==> src/rtl/cpat_pkg.sv <==
package cpat_pkg;

   localparam logic [7:0] SYM_COMMA = 8'hBC;
   localparam logic [7:0] SYM_D215  = 8'hB5;
   localparam logic [7:0] SYM_D102  = 8'h4A;

   localparam logic [9:0] CG_COMMA_NEG = 10'b0011111010;
   localparam logic [9:0] CG_COMMA_POS = 10'b1100000101;
   localparam logic [9:0] CG_D215      = 10'b1010101010;
   localparam logic [9:0] CG_D102      = 10'b0101010101;

   localparam int PAT_LEN = 4;
   localparam int PAT_IW  = $clog2(PAT_LEN);

   function automatic logic [7:0] pat_sym(input logic [PAT_IW-1:0] idx);
      case (idx)
         2'd0:    pat_sym = SYM_COMMA;
         2'd1:    pat_sym = SYM_D215;
         2'd2:    pat_sym = SYM_COMMA;
         default: pat_sym = SYM_D102;
      endcase
   endfunction

   function automatic logic pat_is_ctl(input logic [PAT_IW-1:0] idx);
      pat_is_ctl = ~idx[0];
   endfunction

endpackage

==> src/rtl/cpat_seq.sv <==
module cpat_seq #(
   parameter int NB = 2
) (
   input  logic            clk,
   input  logic            rst_n,
   input  logic            en,
   output logic            vld_o,
   output logic [8*NB-1:0] sym_o,
   output logic [NB-1:0]   ctl_o,
   output logic [NB-1:0]   frc_o
);
   import cpat_pkg::*;

   localparam logic [PAT_IW-1:0] STEP = PAT_IW'(NB);

   logic [PAT_IW-1:0] idx_q;
   logic              arm_q;
   logic [8*NB-1:0]   sym_d;
   logic [NB-1:0]     ctl_d;

   always_comb begin
      for (int b = 0; b < NB; b++) begin
         sym_d[8*b +: 8] = pat_sym(idx_q + PAT_IW'(b));
         ctl_d[b]        = pat_is_ctl(idx_q + PAT_IW'(b));
      end
   end

   always_ff @(posedge clk) begin
      if (!rst_n) begin
         idx_q <= '0;
         arm_q <= 1'b1;
         vld_o <= 1'b0;
         sym_o <= '0;
         ctl_o <= '0;
         frc_o <= '0;
      end else if (en) begin
         idx_q    <= idx_q + STEP;
         arm_q    <= 1'b0;
         vld_o    <= 1'b1;
         sym_o    <= sym_d;
         ctl_o    <= ctl_d;
         frc_o    <= '0;
         frc_o[0] <= arm_q;
      end else begin
         idx_q <= '0;
         arm_q <= 1'b1;
         vld_o <= 1'b0;
         sym_o <= '0;
         ctl_o <= '0;
         frc_o <= '0;
      end
   end

   AST_FRC_ON_COMMA: assert property (@(posedge clk) disable iff (!rst_n)
      frc_o[0] |-> (ctl_o[0] && sym_o[7:0] == SYM_COMMA));

   AST_FRC_SINGLE: assert property (@(posedge clk) disable iff (!rst_n)
      (vld_o && $past(vld_o)) |-> (frc_o == '0));

   AST_RESTART_FORCED: assert property (@(posedge clk) disable iff (!rst_n)
      $rose(vld_o) |-> frc_o[0]);

   AST_VLD_FOLLOWS_EN: assert property (@(posedge clk) disable iff (!rst_n)
      en |=> vld_o);

endmodule

==> src/rtl/cpat_enc_lane.sv <==
module cpat_enc_lane (
   input  logic [7:0] sym_i,
   input  logic       ctl_i,
   input  logic       rd_i,
   output logic [9:0] code_o,
   output logic       rd_o
);
   import cpat_pkg::*;

   always_comb begin
      code_o = '0;
      rd_o   = rd_i;
      if (ctl_i) begin
         code_o = rd_i ? CG_COMMA_POS : CG_COMMA_NEG;
         rd_o   = ~rd_i;
      end else begin
         case (sym_i)
            SYM_D215: code_o = CG_D215;
            SYM_D102: code_o = CG_D102;
            default:  code_o = '0;
         endcase
      end
   end

endmodule

==> src/rtl/pcie_cmpl_gen.sv <==
module pcie_cmpl_gen #(
   parameter int LANE_W = 16
) (
   input  logic                    clk,
   input  logic                    rst_n,
   input  logic                    en,
   output logic                    vld_o,
   output logic [LANE_W-1:0]       sym_o,
   output logic [LANE_W/8-1:0]     ctl_o,
   output logic [LANE_W/8-1:0]     frc_o,
   output logic [10*LANE_W/8-1:0]  code_o
);
   localparam int NB = LANE_W / 8;

   if (!(LANE_W == 8 || LANE_W == 16)) begin : g_bad_width
      $error("pcie_cmpl_gen: LANE_W must be 8 or 16");
   end

   logic          rd_q;
   logic [NB:0]   rd_c;
   logic [NB-1:0] rd_in;

   cpat_seq #(.NB(NB)) u_seq (
      .clk   (clk),
      .rst_n (rst_n),
      .en    (en),
      .vld_o (vld_o),
      .sym_o (sym_o),
      .ctl_o (ctl_o),
      .frc_o (frc_o)
   );

   assign rd_c[0] = rd_q;

   for (genvar b = 0; b < NB; b++) begin : g_lane
      logic [9:0] lane_code;

      assign rd_in[b] = frc_o[b] ? 1'b0 : rd_c[b];

      cpat_enc_lane u_enc (
         .sym_i  (sym_o[8*b +: 8]),
         .ctl_i  (ctl_o[b]),
         .rd_i   (rd_in[b]),
         .code_o (lane_code),
         .rd_o   (rd_c[b+1])
      );

      assign code_o[10*b +: 10] = vld_o ? lane_code : 10'd0;

      AST_WEIGHT_NEG: assert property (@(posedge clk) disable iff (!rst_n)
         (vld_o && !rd_in[b]) |-> ($countones(code_o[10*b +: 10]) >= 5));

      AST_WEIGHT_POS: assert property (@(posedge clk) disable iff (!rst_n)
         (vld_o && rd_in[b]) |-> ($countones(code_o[10*b +: 10]) <= 5));

      AST_FORCED_NEG: assert property (@(posedge clk) disable iff (!rst_n)
         frc_o[b] |-> (code_o[10*b +: 10] == cpat_pkg::CG_COMMA_NEG));
   end

   always_ff @(posedge clk) begin
      if (!rst_n)     rd_q <= 1'b0;
      else if (vld_o) rd_q <= rd_c[NB];
   end

   AST_IDLE_QUIET: assert property (@(posedge clk) disable iff (!rst_n)
      !vld_o |-> (code_o == '0 && frc_o == '0 && sym_o == '0));

   if (NB == 2) begin : g_ctl_wide
      AST_CTL_LAYOUT: assert property (@(posedge clk) disable iff (!rst_n)
         vld_o |-> (ctl_o == 2'b01));
   end else begin : g_ctl_narrow
      AST_CTL_ALTERNATE: assert property (@(posedge clk) disable iff (!rst_n)
         (vld_o && $past(vld_o)) |-> (ctl_o != $past(ctl_o)));
   end

endmodule

==> config.mk <==
export PLATFORM = sky130hd
export DESIGN_NAME = pcie_cmpl_gen
export DESIGN_NICKNAME = d
export VERILOG_FILES = /design/src/rtl/cpat_pkg.sv /design/src/rtl/cpat_seq.sv /design/src/rtl/cpat_enc_lane.sv /design/src/rtl/pcie_cmpl_gen.sv
export SDC_FILE = /design/constraint.sdc
export NUM_CORES = 1
export LEC_CHECK = 0
export BUFFER_PORTS_ARGS = -buffer_cell sky130_fd_sc_hd__buf_2
export CORE_AREA = 2 2 41 43
export CTS_CLUSTER_DIAMETER = 80
export CTS_CLUSTER_SIZE = 14
export DETAILED_ROUTE_END_ITERATION = 12
export DIE_AREA = 0 0 43 45
export GPL_TIMING_DRIVEN = 0
export PLACE_DENSITY = 0.74
export SETUP_SLACK_MARGIN = 0.5
export SYNTH_ARGS = -nofsm -noshare
export SYNTH_HDL_FRONTEND = slang
export SYNTH_SLANG_ARGS = --single-unit
==> constraint.sdc <==
create_clock -name clk -period 1.6 [get_ports clk]
set_clock_uncertainty 0.05 [all_clocks]
set_input_delay 0.32 -clock clk [delete_from_list [all_inputs] [get_ports clk]]
set_output_delay 0.32 -clock clk [all_outputs]
set_load 0.02 [all_outputs]
==> summary.txt <==
Finish
  • P&R area growth vs syn: 144%
  • Most frequent cells in the layout: buf_6, buf_4, conb_1, dfxtp_4
  • Area of the multi-input gates: roughly 160 µm²
  • Filler cell count: slightly above 80
  • Post-layout instance area: about 0.0012 mm²
  • Inserted Diodes: 0
  • Final Core Density: 0.849
  • Commonest non-fill, non-tap cell in the layout: buf_6
  • Final #Nets: 120
  • Layout cells sized above 1: 0.877
  • FF+latch area: about 160 µm²
  • Final std cells w/o fill: 130

Setup path
  • Crit Path Class: register to primary output
  • Critical Path Max Stage Delay: a little over 0.4 ns
  • Crit path cell chain: nand2b_4 > ha_2 > and2_4 > buf_6 > buf_6
  • Reg2reg path depth: 4
  • Crit end category: primary output
  • Worst r2r src: rd_q$_SDFFE_PN0P_
  • Worst-path fanout max: 6
  • R2r endpoint: rd_q$_SDFFE_PN0P_
  • WP data arrival: approximately 1.3 ns
  • Slowest cell on the critical path: dfxtp_1
  • Most frequent CP cell: buf_6
  • Worst path required time: between 1 and 1.5 ns
  • Worst R2R Setup Slack: around 0.47 ns
  • Startpoint Class: register

STA
  • Fin crit period: 1.70 ns
  • Final Cycle Share: 1.06
  • Fmax: about 590 MHz
  • Final WS setup: -0.103 ns
  • # setup viols final: 10
  • RSZ-0062 raised after global routing: yes
  • Fin. Hold Viols: 0
  • Max-slew violations: 0

Routing
  • DR WL/cell: roughly 14 µm
  • Routed met1 length: about 640 µm
  • Routed met3 length: 101 µm
  • Routed wire length on met2: approximately 1000 µm
  • Vias post-DR: ~510
  • Drt first pass iters: 1
  • Post-DRT Antenna Nets: 0
  • Drt initial violations: 0
  • DR top layer: met3
  • DR DRC count: 0
  • Routed wire length: 1780 µm
  • Vias per cell: 3.93

Logic synthesis
  • Synthesized area: between 500 and 600 µm²
  • Yosys reg bits: 7
  • Synth warn: 0
  • Ranking of synthesized cells by area: buf_4, dfxtp_1, ha_1
  • Avg Inst Size Synth: around 8.7 µm²
  • Post-Synthesis Cells: just under 60
  • Post-synth top area share: 0.499
  • Post-synth cell types: 14
  • Seq/Total Area, Yosys: 0.274
  • Post-synth top area cell: buf_4

Clocking
  • CTS H-Tree Depth: 1
  • Root buffer cell: clkbuf_4
  • Worst skew pair latency: ~0.25 ns
  • Worst-path clk slew: 0.05 ns
  • Clock buffer count from CTS: 3
  • CTS tree: done
  • Clk sinks: 7
  • CTS Buffer Depth: 2
  • Cts hold-fix bufs: 0

Floorplanning
  • Initial Util: 0.348
  • Total die area: 0.00194 mm²
  • Die height: roughly 45 µm
  • Die width: between 40 and 50 µm
  • Number of primary I/O pins: 44
  • Row count: 14
  • Core Area: ~0.0015 mm²

Worst hold path
  • Worst Hold End: u_seq.arm_q$_SDFF_PN1_
  • Critical hold path startpoint: en
  • Hold depth: 2
  • Worst hold path class: input port to register

Global route
  • Vias in the first global route: ~460
  • Largest net degree at the start of global routing: 8
  • Remaining Overflow, GRT: 0
  • Antenna violations before repair: 0
  • All-Layer GR Usage: 0.161
  • First-pass GRT wire length: ~2300 µm

Power
  • Total Power: a little under 0.6 mW
  • Max IR drop VDD: about 0.00034 V
  • Pleak: 0.679 nW
  • PD cells: roughly 470 mW/mm²

Run status
  • Failing checks: setup timing
  • Status: finished with violations

Placed design
  • GP Congestion: 0.657
  • Placed cell area: roughly 840 µm²
  • Final HPWL DP: between 700 and 800 µm
  • Placed cell count: 117
  • Buffers on Ports: 38

Flow run
  • Max Cap Viol: 0
## cell type report
cell class              instances  share of cell area
clock buffers                   4              0.0210
flip-flops and latches          7               0.127
well taps                      16              0.0160
plain buffers                  34               0.292
inverters                       3             0.00902
repair buffers                 47               0.406
multi-input cells              19               0.129
## how the worst max path moves through the flow
| stage | from | to | slack (ns) |
|---|---|---|---|
| 2_1_floorplan | u_seq.frc_o[0]$_SDFF_PN0_ | code_o[3] | 0.25 |
| 3_3_place_gp | u_seq.frc_o[0]$_SDFF_PN0_ | code_o[5] | 0.19 |
| 3_5_place_dp | u_seq.frc_o[0]$_SDFF_PN0_ | code_o[3] | 0.19 |
| 4_1_cts | u_seq.frc_o[0]$_SDFF_PN0_ | code_o[5] | -0.06 |
| 5_1_grt | rd_q$_SDFFE_PN0P_ | code_o[3] | -0.16 |
| 6_report | rd_q$_SDFFE_PN0P_ | code_o[3] | -0.10 |
## cells in the mapped netlist
master,instances
and2_2,2
and3_1,2
and3b_1,1
buf_4,34
conb_1,1
dfxtp_1,7
ha_1,2
inv_1,3
nand2_1,2
nand2_2,1
nand2b_1,1
nor2_1,1
nor2_2,1
o211a_1,1
## state kept, by name, summed over array words and instances, names as in the netlist
signal / count
u_seq.sym_o: 3
u_seq.frc_o: 1
rd_q: 1
u_seq.vld_o: 1
u_seq.arm_q: 1
## power breakdown
part	leakage, nW	internal, mW	switching, mW	total [mW]
Clock	0.0150	0.0951	0.0642	0.159
Combinational	0.603	0.132	0.0991	0.231
Sequential	0.0611	0.180	0.0137	0.194
Total	0.679	0.407	0.177	0.584
## through the flow
step / setup TNS (ns) / setup slack [ns] / hold slack [ns]
floorplan: 0 / 0.248 / 0.371
global placement: 0 / 0.191 / 0.401
detailed placement: 0 / 0.191 / 0.411
CTS: -0.450 / -0.0586 / 0.244
global route: -1.37 / -0.160 / 0.265
finish: -0.814 / -0.103 / 0.255
## critical path: cells and delay by family, from the launching register on
kind                     cells  cell delay, ns
flip-flops                   1            0.41
AND/OR/NAND/NOR              2            0.27
buffers and inverters        2            0.24
adder cells (fa/ha/maj)      1            0.17
## layer usage
metal / up-vias / GRT usage
met5: - / 0
met4: 0 / 0.0727
met3: 0 / 0.0240
met2: 25 / 0.294
met1: 232 / 0.186
li1: 254 / -
## cell families after synthesis
group           count (synthesis)  share of synthesized area
flops                           7                      0.274
buf+inv                        37                      0.521
fa+ha+maj                       2                     0.0489
other cells                     1                    0.00733
simple gates                   11                      0.130
compound gates                  1                     0.0196
## repair_timing
action | CTS | global route
setup buffers | 4 | 5
resized for setup | 89 | 6
pin swaps | 2 | 1
gates cloned | 0 | 0
endpoints found under the setup margin | 37 | 37
No activity file was read; power rests on OpenSTA's default activity.
